$ cat config.mk
export PLATFORM = sky130hd
export DESIGN_NAME = serial_audio_rx
export DESIGN_NICKNAME = d
export VERILOG_FILES = /design/src/rtl/sarx_pkg.sv /design/src/rtl/sarx_sync.sv /design/src/rtl/sarx_frame_ctrl.sv /design/src/rtl/sarx_lane.sv /design/src/rtl/serial_audio_rx.sv
export SDC_FILE = /design/constraint.sdc
export NUM_CORES = 1
export LEC_CHECK = 0
export BUFFER_PORTS_ARGS = -buffer_cell sky130_fd_sc_hd__buf_2
export CORE_ASPECT_RATIO = 0.8
export CORE_UTILIZATION = 40
export CTS_BUF_LIST = sky130_fd_sc_hd__clkbuf_2 sky130_fd_sc_hd__clkbuf_4 sky130_fd_sc_hd__clkbuf_8
export DETAILED_ROUTE_END_ITERATION = 7
export PLACE_DENSITY = 0.64
export SLEW_MARGIN = 0
export SYNTH_ARGS = -nofsm -noshare
export SYNTH_HDL_FRONTEND = slang
export SYNTH_HIERARCHICAL = 1
export SYNTH_SLANG_ARGS = --single-unit
$ cat constraint.sdc
create_clock -name clk -period 3.8 [get_ports clk]
set_input_delay 0.19 -clock clk [delete_from_list [all_inputs] [get_ports clk]]
set_output_delay 0.19 -clock clk [all_outputs]
set_load 0.03 [all_outputs]
$ cat src/rtl/sarx_pkg.sv
package sarx_pkg;

  typedef enum logic {
    FMT_DELAYED = 1'b0,
    FMT_RJ      = 1'b1
  } sarx_fmt_e;

  typedef enum logic [1:0] {
    WL_SHORT = 2'd0,
    WL_MID   = 2'd1,
    WL_FULL  = 2'd2,
    WL_FULL2 = 2'd3
  } sarx_wlen_e;

endpackage

$ cat src/rtl/sarx_sync.sv
module sarx_sync #(
  parameter int LINES  = 2,
  parameter int STAGES = 2
) (
  input  logic             clk,
  input  logic             rst,
  input  logic             bclk_i,
  input  logic             lrck_i,
  input  logic [LINES-1:0] sd_i,
  output logic             bit_stb_o,
  output logic             ws_o,
  output logic [LINES-1:0] sd_o
);

  // the clock chain has one extra stage for rising-edge detection
  logic [STAGES:0]   bclk_q;
  logic [STAGES-1:0] lrck_q;
  logic [LINES-1:0]  sd_q [STAGES];
  logic              rise;

  assign rise = bclk_q[STAGES-1] & ~bclk_q[STAGES];

  always_ff @(posedge clk) begin
    if (rst) begin
      bclk_q    <= '0;
      lrck_q    <= '0;
      bit_stb_o <= 1'b0;
      ws_o      <= 1'b0;
      sd_o      <= '0;
      for (int s = 0; s < STAGES; s++) sd_q[s] <= '0;
    end else begin
      bclk_q <= {bclk_q[STAGES-1:0], bclk_i};
      lrck_q <= {lrck_q[STAGES-2:0], lrck_i};
      sd_q[0] <= sd_i;
      for (int s = 1; s < STAGES; s++) sd_q[s] <= sd_q[s-1];
      bit_stb_o <= rise;
      if (rise) begin
        ws_o <= lrck_q[STAGES-1];
        sd_o <= sd_q[STAGES-1];
      end
    end
  end

endmodule

$ cat src/rtl/sarx_frame_ctrl.sv
module sarx_frame_ctrl
  import sarx_pkg::*;
#(
  parameter int MAX_W   = 20,
  parameter int CODED_W = 16,
  localparam int LEN_W  = $clog2(MAX_W + 1)
) (
  input  logic             clk,
  input  logic             rst,
  input  logic             bit_stb_i,
  input  logic             ws_i,
  input  logic             pcm_i,
  input  logic [1:0]       wlen_i,
  output logic [LEN_W-1:0] eff_len_o,
  output logic             shift_en_o,
  output logic             slot_end_o,
  output logic             cap_left_o,
  output logic             cap_right_o,
  output logic             pair_valid_o
);

  logic             ws_prev;
  logic             ws_seen;
  logic             armed;
  logic             have_left;
  logic [LEN_W-1:0] bit_cnt;
  logic [LEN_W-1:0] pcm_len;

  always_comb begin
    case (sarx_wlen_e'(wlen_i))
      WL_SHORT: pcm_len = LEN_W'(MAX_W - 4);
      WL_MID:   pcm_len = LEN_W'(MAX_W - 2);
      default:  pcm_len = LEN_W'(MAX_W);
    endcase
    eff_len_o = pcm_i ? pcm_len : LEN_W'(CODED_W);
  end

  assign slot_end_o  = bit_stb_i & ws_seen & (ws_i != ws_prev);
  assign cap_left_o  = slot_end_o & armed & ~ws_prev;
  assign cap_right_o = slot_end_o & armed & ws_prev & have_left;
  assign shift_en_o  = bit_cnt < eff_len_o;

  always_ff @(posedge clk) begin
    if (rst) begin
      ws_prev      <= 1'b0;
      ws_seen      <= 1'b0;
      armed        <= 1'b0;
      have_left    <= 1'b0;
      bit_cnt      <= '0;
      pair_valid_o <= 1'b0;
    end else begin
      pair_valid_o <= cap_right_o;
      if (bit_stb_i) begin
        ws_prev <= ws_i;
        ws_seen <= 1'b1;
        if (slot_end_o) begin
          armed   <= 1'b1;
          bit_cnt <= '0;
        end else if (shift_en_o) begin
          bit_cnt <= bit_cnt + 1'b1;
        end
      end
      if (cap_left_o)       have_left <= 1'b1;
      else if (cap_right_o) have_left <= 1'b0;
    end
  end

endmodule

$ cat src/rtl/sarx_lane.sv
module sarx_lane
  import sarx_pkg::*;
#(
  parameter int MAX_W  = 20,
  localparam int LEN_W = $clog2(MAX_W + 1)
) (
  input  logic             clk,
  input  logic             rst,
  input  logic             bit_stb_i,
  input  logic             sd_i,
  input  logic             fmt_i,
  input  logic             pcm_i,
  input  logic [LEN_W-1:0] eff_len_i,
  input  logic             shift_en_i,
  input  logic             slot_end_i,
  input  logic             cap_left_i,
  input  logic             cap_right_i,
  output logic [MAX_W-1:0] left_o,
  output logic [MAX_W-1:0] right_o
);

  logic [MAX_W-1:0] shreg;
  logic [MAX_W-1:0] shifted;
  logic [MAX_W-1:0] raw;
  logic [MAX_W-1:0] word;
  logic [MAX_W-1:0] left_hold;
  logic [LEN_W-1:0] sign_idx;
  logic             sign_b;
  logic             is_rj;

  assign is_rj   = (fmt_i == FMT_RJ);
  assign shifted = {shreg[MAX_W-2:0], sd_i};

  always_comb begin
    // right-justified framing ends the word before the current bit;
    // delayed framing includes the current bit while room remains
    raw      = (is_rj || !shift_en_i) ? shreg : shifted;
    sign_idx = eff_len_i - 1'b1;
    sign_b   = raw[sign_idx];
    for (int i = 0; i < MAX_W; i++) begin
      word[i] = (LEN_W'(i) < eff_len_i) ? raw[i] : (pcm_i & sign_b);
    end
  end

  always_ff @(posedge clk) begin
    if (rst) begin
      shreg     <= '0;
      left_hold <= '0;
      left_o    <= '0;
      right_o   <= '0;
    end else begin
      if (bit_stb_i) begin
        if (is_rj)           shreg <= shifted;
        else if (slot_end_i) shreg <= '0;
        else if (shift_en_i) shreg <= shifted;
      end
      if (cap_left_i) left_hold <= word;
      if (cap_right_i) begin
        left_o  <= left_hold;
        right_o <= word;
      end
    end
  end

endmodule

$ cat src/rtl/serial_audio_rx.sv
module serial_audio_rx #(
  parameter int LINES       = 2,
  parameter int MAX_W       = 20,
  parameter int CODED_W     = 16,
  parameter int SYNC_STAGES = 2
) (
  input  logic                   clk,
  input  logic                   rst,
  input  logic                   bclk_i,
  input  logic                   lrck_i,
  input  logic [LINES-1:0]       sd_i,
  input  logic                   fmt_i,
  input  logic                   pcm_i,
  input  logic [1:0]             wlen_i,
  output logic                   pair_valid_o,
  output logic [LINES*MAX_W-1:0] left_o,
  output logic [LINES*MAX_W-1:0] right_o
);

  localparam int LEN_W = $clog2(MAX_W + 1);

  logic             bit_stb;
  logic             ws_bit;
  logic [LINES-1:0] sd_bits;
  logic [LEN_W-1:0] eff_len;
  logic             shift_en;
  logic             slot_end;
  logic             cap_left;
  logic             cap_right;

  sarx_sync #(.LINES(LINES), .STAGES(SYNC_STAGES)) u_sync (
    .clk       (clk),
    .rst       (rst),
    .bclk_i    (bclk_i),
    .lrck_i    (lrck_i),
    .sd_i      (sd_i),
    .bit_stb_o (bit_stb),
    .ws_o      (ws_bit),
    .sd_o      (sd_bits)
  );

  sarx_frame_ctrl #(.MAX_W(MAX_W), .CODED_W(CODED_W)) u_ctrl (
    .clk          (clk),
    .rst          (rst),
    .bit_stb_i    (bit_stb),
    .ws_i         (ws_bit),
    .pcm_i        (pcm_i),
    .wlen_i       (wlen_i),
    .eff_len_o    (eff_len),
    .shift_en_o   (shift_en),
    .slot_end_o   (slot_end),
    .cap_left_o   (cap_left),
    .cap_right_o  (cap_right),
    .pair_valid_o (pair_valid_o)
  );

  for (genvar g = 0; g < LINES; g++) begin : g_lane
    sarx_lane #(.MAX_W(MAX_W)) u_lane (
      .clk         (clk),
      .rst         (rst),
      .bit_stb_i   (bit_stb),
      .sd_i        (sd_bits[g]),
      .fmt_i       (fmt_i),
      .pcm_i       (pcm_i),
      .eff_len_i   (eff_len),
      .shift_en_i  (shift_en),
      .slot_end_i  (slot_end),
      .cap_left_i  (cap_left),
      .cap_right_i (cap_right),
      .left_o      (left_o[g*MAX_W +: MAX_W]),
      .right_o     (right_o[g*MAX_W +: MAX_W])
    );
  end

endmodule

==> metrics.txt <==
critical path capture point type register; maximum number of pins on one net before global-route repair 73; netlist area before placement 10450 µm²; Clock Latency Late Sink 0.49 ns; Total Wirelength 27.34 mm; count of state elements after synthesis 183; FFs w/ async S/R, synth 0; Post-CTS Resized 0; relative slew slack 0.4388; clock tree from TritonCTS built; DIE WIDTH 182.7 µm; hold_ws 0.1607 ns; post-place instance area 10720 µm²; Main synth FF type sky130_fd_sc_hd__dfxtp_1; worst supply voltage drop on vdd 0.2200 mV; effective utilization at floorplan 0.4098; final-report hold violation count 0; depth of the CTS H-tree 4; number of placed I/O pins 91; via density per instance 5.564; maximum cell stage delay along the critical path 0.57 ns; total leakage power 3.596 nW; remaining antenna violation count 0; Worst Skew 0.02138 ns; worst path cell trace ha_1, nand2_1, o21a_1, nor2b_2, buf_4, xnor2_4, o2111ai_1, nand4_1, o211ai_4, o32ai_2; hold buffers post-CTS 4; count of cell types in the netlist 73; detailed-route wire length per cell 17.13 µm; unrepaired setup endpoints after global routing no; clock input transition at the sequential cells of the worst setup and hold paths 0.11 ns; Crit Path Max Fanout 15; initial antenna violation count 1; Post-route DRC 0; fraction of final layout cells sized beyond drive strength 1 0.2219; all-layer global routing usage 0.2048; number of flops mapped to enable cells by yosys 0; most common cell after layout, fill and taps aside sky130_fd_sc_hd__nand2_1; final net count 1248; standard-cell row count 52; die outline height 146.6 µm; Final Setup Violations 0; Crit-path slowest cell sky130_fd_sc_hd__o211ai_4; required arrival time at the worst endpoint 4.15 ns; via count of the first global-routing pass 8188; status complete, no violations; buffer type at the clock tree root sky130_fd_sc_hd__clkbuf_8; worst slew pin tran 0.8418 ns; 1st-pass router iterations 5; sequential fraction of the synthesis area 0.3505; power per standard cell area 328.6 nW/µm²; final count of pins violating max slew 0; fraction of synthesized cell area taken by the top area cell type 0.3505; die area 26790 µm²; Fmax achieved 322.2 MHz; top library cells by usage in the layout, fill and taps aside sky130_fd_sc_hd__nand2_1 (258), sky130_fd_sc_hd__dfxtp_1 (183), sky130_fd_sc_hd__nor2_1 (101), sky130_fd_sc_hd__buf_2 (89), sky130_fd_sc_hd__o21ai_0 (71); Area growth, synth to finish 6.788%; number of maximum-capacitance violations 0; total negative slack 0 ns; Core Util, Final 0.4376; via count 8880; share of the clock period used by the worst path 0.8167; Yosys Warn Count 6; input/output buffers 90; nature of the critical path startpoint register; clock sink count 183; cell accounting for the most synthesized area sky130_fd_sc_hd__dfxtp_1; final RePlAce weighted congestion 0.9166; top cells by area in the synthesized netlist sky130_fd_sc_hd__dfxtp_1 (35%), sky130_fd_sc_hd__o32ai_2 (10%), sky130_fd_sc_hd__nand2_1 (9.3%), sky130_fd_sc_hd__mux2i_1 (4.5%), sky130_fd_sc_hd__nor2_1 (3.7%); post-layout instance area 11160 µm²; global route total overflow 0; Bufs on Longest Clock Path 2; arrival time reported for the critical path endpoint 3.45 ns; post-synthesis instance total 1195; HPWL after detailed placement 18.68 mm; DRC marker count from the first detailed-route iteration 715; post-layout min period 3.104 ns; core area 25500 µm²; Hold Crit Class in2reg; post-CTS repair timing setup buffer count 0; clock buffers created by TritonCTS 17; synthesized area per cell 8.747 µm²; Setup CP Type reg2reg; first-pass GRT wire length 44.29 mm
[final cells by class]
cell class	instances	area [µm²]
Fill cell	2546	14340
Multi-Input combinational cell	891	5863
Inverter	11	41.29
Antenna cell	1	2.502
Clock inverter	14	166.4
Clock buffer	17	234.0
Timing Repair Buffer	128	752.0
Sequential cell	183	3664
Tap cell	351	439.2
[critical path, delay by kind of cell (launching register included)]
family | cells | cell delay, ns
and+or+nand+nor | 3 | 0.54
DFF | 1 | 0.43
AOI/OAI and AO/OA | 4 | 1.38
xor gates and xnor gates | 1 | 0.12
buffers and inverters | 1 | 0.22
adders and majority gates | 1 | 0.27
[synth_stat cells (12+ instances only)]
cell type                  number
sky130_fd_sc_hd__a211o_1       12
sky130_fd_sc_hd__a21o_1        34
sky130_fd_sc_hd__a21oi_1       60
sky130_fd_sc_hd__a31oi_1       13
sky130_fd_sc_hd__buf_6         20
sky130_fd_sc_hd__clkbuf_1      38
sky130_fd_sc_hd__clkbuf_8      22
sky130_fd_sc_hd__dfxtp_1      183
sky130_fd_sc_hd__mux2i_1       47
sky130_fd_sc_hd__nand2_1      258
sky130_fd_sc_hd__nand3_1       49
sky130_fd_sc_hd__nor2_1       102
sky130_fd_sc_hd__nor2b_1       15
sky130_fd_sc_hd__o21ai_0       71
sky130_fd_sc_hd__o21ai_1       13
sky130_fd_sc_hd__o31ai_2       12
sky130_fd_sc_hd__o32ai_2       64
[report_power, final]
part / leakage, nW / internal [mW] / total (mW) / switching [mW]
logic: 1.92 / 0.110 / 0.397 / 0.287
clock network: 0.196 / 0.548 / 1.34 / 0.795
registers: 1.48 / 1.92 / 1.93 / 0.00430
[state kept, by name, indices dropped and copies added, names as in the netlist, 3 cells and up]
name                     cells
g_lane.u_lane/left_hold     40
g_lane.u_lane/left_o        40
g_lane.u_lane/right_o       40
g_lane.u_lane/shreg         40
u_ctrl/bit_cnt               5
u_sync/sd_q                  4
u_sync/bclk_q                3
[metrics by stage]
step | power (mW) | worst slack, ns | std cells
5_1_grt | 3.819 | 0.4941 | 1596
2_1_floorplan | 2.322 | 1.066 | 1196
6_report | 3.667 | 0.6964 | 1596
3_3_place_gp | 2.341 | 0.6525 | 1560
4_1_cts | 3.683 | 0.7293 | 1595
3_5_place_dp | 2.343 | 0.5853 | 1560
[logic make-up (layout without fill, tap and decap cells)]
kind of cell,count (synthesis),after routing,synth area share
simple gates,482,482,0.2027
compound gates,333,333,0.2736
flops,183,183,0.3505
buf+inv,122,170,0.09301
mux,55,55,0.05865
xor+xnor,12,12,0.01365
fa+ha+maj,6,6,0.007182
other cells,2,4,0.0007185
[per-layer routing]
| layer | wire length, µm | GRT usage | share of wire |
|---|---|---|---|
| met1 | 13630 | 0.3091 | 0.50 |
| met5 | 0 | 0 | 0 |
| met3 | 1802 | 0.04116 | 0.066 |
| met4 | 288 | 0.05210 | 0.011 |
| met2 | 11620 | 0.2922 | 0.42 |
[worst paths after layout]
| path | start | endpoint | slack, ns | cells after the start |
|---|---|---|---|---|
| worst max-delay path | u_ctrl/bit_cnt[2] | g_lane[0].u_lane/left_hold[19] | 0.70 | 10 |
| worst min-delay path | rst | u_sync/sd_q[0][0] | 0.16 | 2 |
| worst max register to register | u_ctrl/bit_cnt[2] | g_lane[0].u_lane/left_hold[19] | 0.70 | 10 |
| worst min register to register | u_sync/sd_q[0][1] | u_sync/sd_q[1][1] | 0.44 | 1 |
(Power assumes the default switching activity.)
